**config.mk**
```make
export PLATFORM = sky130hd
export DESIGN_NAME = smb_notify_slave
export DESIGN_NICKNAME = d
export VERILOG_FILES = /design/src/rtl/smb_notify_slave.sv
export SDC_FILE = /design/constraint.sdc
export NUM_CORES = 1
export LEC_CHECK = 0
export ABC_AREA = 1
export BUFFER_PORTS_ARGS = -buffer_cell sky130_fd_sc_hd__buf_2
export CAP_MARGIN = 20
export CORE_UTILIZATION = 50
export CTS_BUF_LIST = sky130_fd_sc_hd__clkbuf_4
export DETAILED_ROUTE_END_ITERATION = 10
export PLACE_DENSITY = 0.81
export SETUP_SLACK_MARGIN = 0.1
export SKIP_LAST_GASP = 1
export SLEW_MARGIN = 10
export SYNTH_ARGS = -nofsm -noshare
export SYNTH_HDL_FRONTEND = slang
export SYNTH_SLANG_ARGS = --single-unit
```
**constraint.sdc**
```tcl
create_clock -name clk -period 1.5 [get_ports clk]
set_input_delay 0.15 -clock clk [delete_from_list [all_inputs] [get_ports clk]]
set_output_delay 0.15 -clock clk [all_outputs]
set_load 0.01 [all_outputs]
```
**src/rtl/smb_notify_slave.sv**
```systemverilog
module smb_notify_slave #(
  parameter logic [6:0] DEF_ADDR    = 7'h44,
  parameter logic [6:0] NOTIFY_ADDR = 7'h08
) (
  input  logic        clk,
  input  logic        rst_n,
  input  logic        ev_start,
  input  logic        ev_stop,
  input  logic        ev_byte,
  input  logic [7:0]  byte_in,
  output logic        ack_o,
  output logic        tx_valid,
  output logic [7:0]  tx_byte,
  input  logic [7:0]  host_status,
  input  logic        addr_we,
  input  logic [6:0]  addr_wdata,
  output logic [6:0]  own_addr,
  output logic [7:0]  rx_cmd,
  output logic [7:0]  rx_data,
  output logic [7:0]  notify_dev,
  output logic [15:0] notify_data,
  input  logic        en_int,
  input  logic        en_wake,
  input  logic        en_smi,
  input  logic        clr_notify,
  input  logic        clr_smi,
  output logic        notify_sts,
  output logic        smi_sts,
  output logic        wake_o,
  output logic        irq_o,
  output logic        smi_o
);

  typedef enum logic [3:0] {
    S_IDLE, S_ADDR, S_CMD, S_DATA, S_WDONE,
    S_NDEV, S_NLO, S_NHI, S_NDONE, S_RTX, S_SKIP
  } st_t;

  st_t        st, nxt_st;
  logic       nxt_ack;
  logic       rs_q;
  logic [7:0] cmd_t, data_t, dev_t, lo_t, hi_t;
  logic       notify_hit;

  wire [6:0] a7 = byte_in[7:1];
  wire       rd = byte_in[0];

  always_comb begin
    nxt_st  = S_SKIP;
    nxt_ack = 1'b0;
    case (st)
      S_IDLE: nxt_st = S_IDLE;
      S_ADDR: begin
        if (a7 == NOTIFY_ADDR && !rd && !rs_q) begin
          nxt_st = S_NDEV; nxt_ack = 1'b1;
        end else if (a7 == own_addr && !rd && !rs_q) begin
          nxt_st = S_CMD; nxt_ack = 1'b1;
        end else if (a7 == own_addr && rd && rs_q) begin
          nxt_st = S_RTX; nxt_ack = 1'b1;
        end
      end
      S_CMD:  begin nxt_st = S_DATA;  nxt_ack = 1'b1; end
      S_DATA: begin nxt_st = S_WDONE; nxt_ack = 1'b1; end
      S_NDEV: begin nxt_st = S_NLO;   nxt_ack = 1'b1; end
      S_NLO:  begin nxt_st = S_NHI;   nxt_ack = 1'b1; end
      S_NHI:  begin nxt_st = S_NDONE; nxt_ack = 1'b1; end
      default: ;
    endcase
  end

  assign notify_hit = ev_stop && !ev_start && (st == S_NDONE);
  assign tx_valid   = (st == S_RTX);

  always_ff @(posedge clk or negedge rst_n) begin
    if (!rst_n) begin
      st          <= S_IDLE;
      rs_q        <= 1'b0;
      ack_o       <= 1'b0;
      tx_byte     <= '0;
      own_addr    <= DEF_ADDR;
      cmd_t       <= '0;
      data_t      <= '0;
      dev_t       <= '0;
      lo_t        <= '0;
      hi_t        <= '0;
      rx_cmd      <= '0;
      rx_data     <= '0;
      notify_dev  <= '0;
      notify_data <= '0;
    end else begin
      if (addr_we) own_addr <= addr_wdata;
      if (ev_start) begin
        rs_q <= (st == S_DATA);
        st   <= S_ADDR;
      end else if (ev_stop) begin
        if (st == S_WDONE) begin
          rx_cmd  <= cmd_t;
          rx_data <= data_t;
        end
        if (st == S_NDONE) begin
          notify_dev  <= dev_t;
          notify_data <= {hi_t, lo_t};
        end
        st <= S_IDLE;
      end else if (ev_byte) begin
        ack_o <= nxt_ack;
        st    <= nxt_st;
        case (st)
          S_ADDR: if (nxt_st == S_RTX) tx_byte <= host_status;
          S_CMD:  cmd_t  <= byte_in;
          S_DATA: data_t <= byte_in;
          S_NDEV: dev_t  <= byte_in;
          S_NLO:  lo_t   <= byte_in;
          S_NHI:  hi_t   <= byte_in;
          default: ;
        endcase
      end
    end
  end

  always_ff @(posedge clk or negedge rst_n) begin
    if (!rst_n) begin
      notify_sts <= 1'b0;
      smi_sts    <= 1'b0;
    end else begin
      if (notify_hit)      notify_sts <= 1'b1;
      else if (clr_notify) notify_sts <= 1'b0;
      if (notify_hit && en_int && en_smi) smi_sts <= 1'b1;
      else if (clr_smi)                   smi_sts <= 1'b0;
    end
  end

  assign wake_o = notify_sts && !en_int && en_wake;
  assign irq_o  = notify_sts && en_int && !en_smi;
  assign smi_o  = notify_sts && en_int && en_smi;

endmodule

```
==> run metrics, run 1 <==
Mapped Cells=459; Final Util=70.5%; DRT iter0 DRCs=274; Fin. Hold Viols=0; ys flop type=dfrtp_1; P_leak=3.24 nW; DR vias=3821; Hold Path Sink=st[1]; Sink Count=103; Routed Antenna Nets=0; Rel. slew slack=71.6%; PortBufs=95; CP Capture Type=register; Post-Syn Area=4210 sq um; total power=5.07 mW; pwr dens=880 nW/um^2; Clock Tree Root=clkbuf_4; RSZ-0062 raised after global routing=true; Worst EP required=1.87 ns; number of flops mapped to enable cells by yosys=0; mean post-synth cell area=9.17 sq um; CTS clk-pin slew, worst paths=0.16 ns; Hold Path Class=input port to register; Synth area leader=dfrtp_1; layout overhead on the synthesized area=36.9%; CTS tree=yes; Clock Tree Buf Depth=2; Die Height=93.8 um; TritonCTS Buffers=9; # diodes=0; Critical R2R Capture=tx_byte[5]; register bit total from synthesis=103; die area=8790 sq um; Synth top area share=60.0%; Overflow after GRT=0; crit start category=register; via-per-instance ratio=5.19; first-pass GRT wire length=16900 um; count leader, synth=nand2_1; period utilization=113%; WHS Path Cells=4; I/O pin total=96; vias in the first global route=3684; FF-to-FF Start=st[0]; final worst setup slack=-0.202 ns; WP data arrival=2.07 ns; Remaining DRCs=0; gr usage total=25.4%; routability cong.=0.914; worst hold slack=0.0414 ns; Synth async-reset ratio=100%; H-tree lvl count=3; failing checks=negative setup slack; drt pass-1 iters=5; Post-synth top cells=nand2_1, dfrtp_1, o21ai_0; Skew-Pair Late Insertion Delay=0.47 ns; Slew Limit Fails=0; Netlist cell types=21; endpoints failing setup=30; FP Rows=33; Detail Placement HPWL=6750 um; synth top area cells=dfrtp_1, nand2_1, o21ai_0; hold_sp=ev_byte; worst-case reg-to-reg path depth=9; Worst-Margin Slew=0.424 ns; Starting Density=51.5%; Core Box Area=8180 sq um; post-detailed-route wirelength per cell=15.4 um; sequential area share after synthesis=61.3%; status=complete, but fails checks; Achievable Freq=587 MHz; minimum clock period after layout=1.70 ns; Fin Clk Skew=0.0179 ns; initial antenna violation count=0; synthesis warning total=0; DRT Wirelength=11400 um; fraction of layout cells with a size suffix above 1=34.5%; Peak VDD IR=0.000626 V; largest net degree at the start of global routing=35; critical path class=register to register; worst reg2reg setup slack=-0.20 ns; Layout Nets=661; maxcap violations=0; Die Wd=93.8 um; crit path max fanout=8; Synth Net Count=493
==> state kept, by name (all words and copies together) (netlist names) <==
register     flops
dev_t            8
st               4
rs_q             1
notify_sts       1
tx_byte          8
notify_data     16
notify_dev       8
hi_t             8
data_t           8
cmd_t            8
ack_o            1
rx_data          8
rx_cmd           8
lo_t             8
smi_sts          1
own_addr         7
==> worst max-delay path by stage <==
stage | cells past startpoint | start | to | slack (ns)
final | 9 | st[0] | tx_byte[5] | -0.20
after global routing | 10 | st[1] | tx_byte[5] | -0.33
after CTS | 11 | own_addr[2] | tx_byte[6] | -0.11
after detailed placement | 11 | own_addr[2] | tx_byte[6] | -0.14
after global placement | 11 | own_addr[6] | tx_byte[7] | -0.005
after floorplan | 11 | own_addr[6] | tx_byte[0] | -0.02
==> final cells by class <==
cell class,count,area [sq um]
Sequential cell,103,2580
Timing Repair Buffer,165,1140
Timing Repair inverter,2,27.5
Inverter,35,146
Clock inverter,6,86.3
Multi-Input combinational cell,311,1580
Fill cell,567,2410
Clock buffer,9,67.6
Tap cell,105,131
==> kinds of logic after synthesis <==
| family | synth area share (%) |
|---|---|
| and+or+nand+nor | 22.6 |
| muxes | 4.55 |
| DFF | 61.3 |
| buffers and inverters | 4.31 |
| AOI/OAI and AO/OA | 6.84 |
| xor gates and xnor gates | 0.416 |
==> cell usage in the layout (no fill, tap or decap), types with 3 or more instances in the layout <==
| cell | instances |
|---|---|
| nand2_1 | 165 |
| dfrtp_1 | 99 |
| buf_2 | 92 |
| o21ai_0 | 41 |
| buf_4 | 36 |
| inv_1 | 27 |
| dlygate4sd3_1 | 23 |
| nor2_1 | 18 |
| mux2_2 | 17 |
| nand3_1 | 13 |
| nand2_2 | 11 |
| nand4_1 | 10 |
| buf_6 | 10 |
| clkbuf_4 | 9 |
| nor2_4 | 7 |
| inv_2 | 6 |
| o21ai_1 | 6 |
| nor2_2 | 5 |
| nand2_4 | 5 |
| a21oi_1 | 3 |
==> through the flow <==
| step | area (sq um) | instances | TNS (ns) | worst slack, ns |
|---|---|---|---|---|
| global route | 5760 | 736 | -5.84 | -0.327 |
| floorplan | 4220 | 459 | -0.124 | -0.0156 |
| global placement | 4990 | 674 | -0.0286 | -0.00535 |
| finish | 5760 | 736 | -2.57 | -0.202 |
| CTS | 5510 | 722 | -1.21 | -0.111 |
| detailed placement | 4990 | 674 | -2.63 | -0.136 |
==> worst max-delay path, cell delays in order, from the launching register on <==
cell and delay, ns:
dfrtp_2 0.49, nand2_1 0.11, inv_1 0.13, nand2_1 0.11, nor2_2 0.17, nand2_1 0.16, nand2_4 0.14, nand3_4 0.14
nand2_2 0.10, nand2_1 0.06
==> power breakdown <==
group          internal (mW)  switching [mW]  leakage, nW  total, mW
logic                  0.242           0.328         1.75      0.570
registers               2.87          0.0619         1.41       2.93
clock network          0.665           0.906       0.0818       1.57
==> timing repair <==
action / CTS / global route
gates resized for setup: 22 / 57
pin swaps: 13 / 8
gates cloned: 1 / 5
hold endpoints to repair: 120 / 0
hold buffers: 25 / 0
setup endpoints to repair: 63 / 96
buffers inserted: 7 / 9
==> layer usage <==
layer | GRT usage, % | up-vias | wire length [um]
li1 | - | 1805 | -
met4 | 11.0 | 0 | 378
met3 | 6.63 | 43 | 698
met1 | 31.1 | 1809 | 4450
met2 | 42.2 | 164 | 5830
met5 | 0 | - | 0
(Power assumes the default switching activity.)
==> run 2: changes to the inputs <==
--- a/config.mk
+++ b/config.mk
@@ -8,6 +8,7 @@
 export ABC_AREA = 1
 export BUFFER_PORTS_ARGS = -buffer_cell sky130_fd_sc_hd__buf_2
 export CAP_MARGIN = 20
+export CORE_MARGIN = 2
 export CORE_UTILIZATION = 50
 export CTS_BUF_LIST = sky130_fd_sc_hd__clkbuf_4
 export DETAILED_ROUTE_END_ITERATION = 10
==> run 2 against run 1 <==
  * The flow still finishes with violations (negative setup slack)
  * Clock power fell by 8%
  * Critical path depth rose by 1
  * Sequential power is essentially flat
  * Combinational power grew 11%
  * Global-route usage fell by 0.90 points
  * Worst hold slack improved by 0.0045 ns
  * Critical path type unchanged
  * Largest power group unchanged
==> run metrics, run 2 (synthesis results as in run 1) <==
status=complete, but fails checks; failing checks=negative setup slack; Overflow after GRT=0; number of flip-flops in the largest register=16; Inst Count DP=674; Slew Limit Fails=0; first-pass GRT wire length=17000 um; Fin. Hold Viols=0; Post-DP Area=5010 sq um; clock power share=29.0%; CP Capture Type=register; final non-filler cell total=750; post-detailed-route wirelength per cell=17.2 um; Final Util=76.1%; die area=9170 sq um; Pint=3.66 mW; largest net degree at the start of global routing=34; Routed Antenna Nets=0; pwr dens=806 nW/um^2; Clock Tree Root=clkbuf_4; Die Height=95.8 um; Die Wd=95.8 um; CP Cell Sequence=inv_2 > nand2_2 > inv_1 > nand2_1 > nor2_2 > nand4_1 > inv_2 > nand3_4 > nand2_1 > nand2_1; via-per-instance ratio=5.43; period utilization=115%; # diodes=0; Rel. slew slack=69.4%; crit start category=register; drt pass-1 iters=6; routability cong.=0.930; fraction of layout cells with a size suffix above 1=42.9%; Peak VDD IR=0.000474 V; switching share of total power=27.0%; total power=5.02 mW; Skew-Pair Late Insertion Delay=0.45 ns; Starting Density=51.5%; RSZ-0062 raised after global routing=true; Flop pwr share=58.4%; P_leak=3.45 nW; initial antenna violation count=0; minimum clock period after layout=1.73 ns; most used cell, CP=nand2_1; Layout Nets=674; DR vias=4075; vias in the first global route=3639; commonest cells after routing, fill and taps aside=nand2_1, dfrtp_1, buf_2, o21ai_0, buf_4; gr usage total=24.5%; Largest Register=notify_data; WP data arrival=2.09 ns; Worst-Margin Slew=0.459 ns; critical path class=register to register; CTS clk-pin slew, worst paths=0.16 ns; DRT iter0 DRCs=279; Slowest-stage cell, CP=dfrtp_1; commonest non-fill, non-tap cell in the layout=nand2_1; layout overhead on the synthesized area=47.8%; PortBufs=95; critical path's largest stage delay=0.43 ns; TritonCTS Buffers=9; Fin Clk Skew=0.0114 ns; P_sw=1.36 mW; fin area=6220 sq um; final worst setup slack=-0.226 ns; I/O pin total=96; Hold Path Class=input port to register; Core Box Area=8180 sq um; Achievable Freq=579 MHz; Clock Tree Buf Depth=2; FP Rows=33; Detail Placement HPWL=6750 um; fillers=494; H-tree lvl count=3; endpoints failing setup=50; Worst EP required=1.86 ns; Remaining DRCs=0; CTS tree=yes; DRT Wirelength=12900 um; Sink Count=103; Combinational Power Share=12.6%; crit path max fanout=8; maxcap violations=0
==> run 2: metal layers <==
metal / share of wire, % / track usage, % / vias up
li1: - / - / 1844
met1: 37 / 31.2 / 1978
met2: 52 / 40.9 / 208
met3: 7.1 / 5.40 / 45
met4: 3.8 / 9.64 / 0
met5: 0 / 0 / -
==> run 2: what timing repair did <==
action                     in CTS  in global routing
setup endpoints to repair      63                 93
pin swaps                      17                 24
setup buffers                  13                 14
hold endpoints to repair       65                  0
resized for setup              29                131
hold buffers                   25                  0
cloned                          2                  8
==> run 2: power groups by stage <==
stage	Clock, mW	Combinational (mW)	Sequential [mW]
3_3_place_gp	0	0.426	2.97
3_5_place_dp	0	0.444	2.98
4_1_cts	1.47	0.523	2.93
5_1_grt	1.59	0.692	2.94
6_report	1.45	0.632	2.93
2_1_floorplan	0	0.185	2.98
==> run 2: worst paths after layout <==
| path | from | end | slack [ns] | cells after the start |
|---|---|---|---|---|
| max reg2reg | st[1] | tx_byte[4] | -0.23 | 10 |
| min in group asynchronous | rst_n | notify_dev[7] | 0.17 | 2 |
| max | st[1] | tx_byte[4] | -0.23 | 10 |
| max in group asynchronous | rst_n | own_addr[2] | 0.74 | 3 |
| min reg2reg | dev_t[4] | notify_dev[4] | 0.50 | 2 |
| min | ev_byte | st[3] | 0.05 | 4 |
==> run 2: area by class of cell <==
cell class,instances,area [sq um],area share (%)
Sequential cell,103,2580,41.5
Multi-Input combinational cell,311,1840,29.5
Timing Repair Buffer,177,1350,21.7
Inverter,35,149,2.39
Tap cell,105,131,2.11
Clock buffer,10,75.1,1.21
Clock inverter,6,58.8,0.945
Timing Repair inverter,3,38.8,0.623
==> run 2: critical path: cells and delay by family (launching register included) <==
kind                   cells  cell delay (ns)
AND/OR/NAND/NOR            7             0.85
buffers and inverters      3             0.37
flip-flops                 1             0.43
==> run 2: through the flow <==
stage	TNS (ns)	setup slack [ns]	hold slack, ns
5_1_grt	-7.06	-0.350	0.0468
2_1_floorplan	-0.124	-0.0156	-0.146
3_3_place_gp	-0.329	-0.0436	0.121
4_1_cts	-1.21	-0.0995	0.0204
6_report	-4.62	-0.226	0.0459
3_5_place_dp	-1.90	-0.119	0.131
==> run 3: changes to the inputs <==
==> constraint.sdc (replaced) <==
create_clock -name clk -period 1.5 [get_ports clk]
set_input_delay 0.225 -clock clk [delete_from_list [all_inputs] [get_ports clk]]
set_output_delay 0.225 -clock clk [all_outputs]
set_load 0.01 [all_outputs]
==> run 3 against run 2 <==
  * The flow still finishes with violations (negative setup slack)
  * Clock-buffer cell count stayed put
  * Critical path depth is the same
  * Sequential power hardly changed
  * Wire length decreased by 2.5%
  * Final area is 1.9% lower
  * Clock power grew 11%
  * Worst hold slack worse by 0.016 ns
  * Clock skew rose by 0.0042 ns
==> run metrics, run 3 (synthesis results as in run 1) <==
status=complete, but fails checks; failing checks=negative setup slack; Layout Nets=659; first-pass GRT wire length=17500 um; final worst setup slack=-0.204 ns; Achievable Freq=587 MHz; Final Util=74.7%; critical path class=register to register; GRT met2 Usage=43.7%; worst-case reg-to-reg path depth=10; Worst-Margin Slew=0.488 ns; layout overhead on the synthesized area=45.1%; H-tree lvl count=3; Fin Clk Skew=0.0156 ns; FF-to-FF Start=st[0]; Largest Register=notify_data; I/O pin total=96; Fin. Hold Viols=0; minimum clock period after layout=1.70 ns; DRT iter0 DRCs=326; P_leak=3.26 nW; WP data arrival=2.06 ns; Routed Antenna Nets=0; maxcap violations=0; hold_sp=host_status[2]; Sink Count=103; CP Capture Type=register; TritonCTS Buffers=9; die area=9170 sq um; DR vias=3959; drt pass-1 iters=5; setup TNS=-4.54 ns; Clock Tree Root=clkbuf_4; Hold Path Class=input port to register; vias in the first global route=3694; Detail Placement HPWL=6700 um; Critical R2R Capture=tx_byte[5]; PortBufs=95; post-detailed-route wirelength per cell=17.2 um; fillers=537; CTS tree=yes; # diodes=0; commonest non-fill, non-tap cell in the layout=nand2_1; gr usage total=25.5%; Die Wd=95.8 um; worst reg2reg setup slack=-0.20 ns; largest net degree at the start of global routing=37; Slew Limit Fails=0; endpoints failing setup=39; initial antenna violation count=0; pwr dens=838 nW/um^2; total power=5.12 mW; period utilization=114%; Clock Tree Buf Depth=2; routability cong.=0.927; RSZ-0062 raised after global routing=true; FP Rows=33; Remaining DRCs=0; Hold Path Sink=tx_byte[2]; via-per-instance ratio=5.39; commonest cells after routing, fill and taps aside=nand2_1, dfrtp_1, buf_2, nand2_2, buf_4; Starting Density=51.5%; Worst EP required=1.85 ns; CTS clk-pin slew, worst paths=0.15 ns; Post-DP Area=5020 sq um; GRT met3 Usage=5.72%; fin area=6110 sq um; WHS Path Cells=3; fraction of layout cells with a size suffix above 1=44.4%; Rel. slew slack=67.4%; Peak VDD IR=0.000430 V; crit start category=register; busiest metal layer after global routing=met2; Core Box Area=8180 sq um; DRT Wirelength=12600 um; crit path max fanout=8; met1 GRT Util=31.9%; Skew-Pair Late Insertion Delay=0.45 ns; number of flip-flops in the largest register=16; Die Height=95.8 um; Overflow after GRT=0
==> run 3: how the worst max path moves through the flow <==
stage | endpoint | from | slack [ns]
floorplan | tx_byte[0] | own_addr[6] | -0.02
global placement | tx_byte[0] | own_addr[2] | -0.05
detailed placement | tx_byte[0] | own_addr[2] | -0.12
CTS | tx_byte[4] | own_addr[6] | -0.10
global route | tx_byte[2] | st[0] | -0.34
finish | tx_byte[5] | st[0] | -0.20
==> run 3: per-stage QoR <==
| stage | setup WS, ns | hold slack, ns | cells |
|---|---|---|---|
| 2_1_floorplan | -0.0156 | -0.0706 | 459 |
| 3_3_place_gp | -0.0454 | 0.185 | 675 |
| 3_5_place_dp | -0.120 | 0.194 | 675 |
| 4_1_cts | -0.103 | 0.00237 | 720 |
| 5_1_grt | -0.337 | 0.0235 | 734 |
| 6_report | -0.204 | 0.0300 | 734 |
==> run 3: area by class of cell <==
cell class	count	area, sq um	area share [%]
clock buffers	10	75.1	1.23
flip-flops and latches	103	2580	42.3
well taps	105	131	2.15
repair buffers	162	1200	19.6
multi-input cells	311	1830	30.0
repair inverters	3	47.5	0.779
clock inverters	5	81.3	1.33
inverters	35	155	2.54
==> run 3: metal layers <==
layer / share of wire, % / vias up
met3: 6.8 / 39
li1: - / 1815
met5: 0 / -
met4: 3.7 / 0
met1: 38 / 1890
met2: 52 / 215
==> run 3: report_power, final <==
group / internal (mW) / switching [mW]
Clock: 0.691 / 0.918
Combinational: 0.235 / 0.339
Sequential: 2.87 / 0.0675
Total: 3.79 / 1.32
==> run 3: timing repair <==
item                                    4_1_cts  5_1_grt
hold endpoints to repair                     40        1
setup buffers                                12       10
endpoints found under the setup margin       64       97
cloned                                        5        4
resized for setup                            49      123
pin swaps                                    14       26
hold buffers                                 13        1
==> run 3: critical path, cell delays in order (launching register included) <==
cell,delay (ns)
dfrtp_2,0.52
nand2_2,0.12
inv_1,0.08
nand2_1,0.10
nand2_1,0.07
nor2_1,0.16
nand4_1,0.13
inv_2,0.14
nand3_4,0.14
nand2_1,0.10
nand2_1,0.06
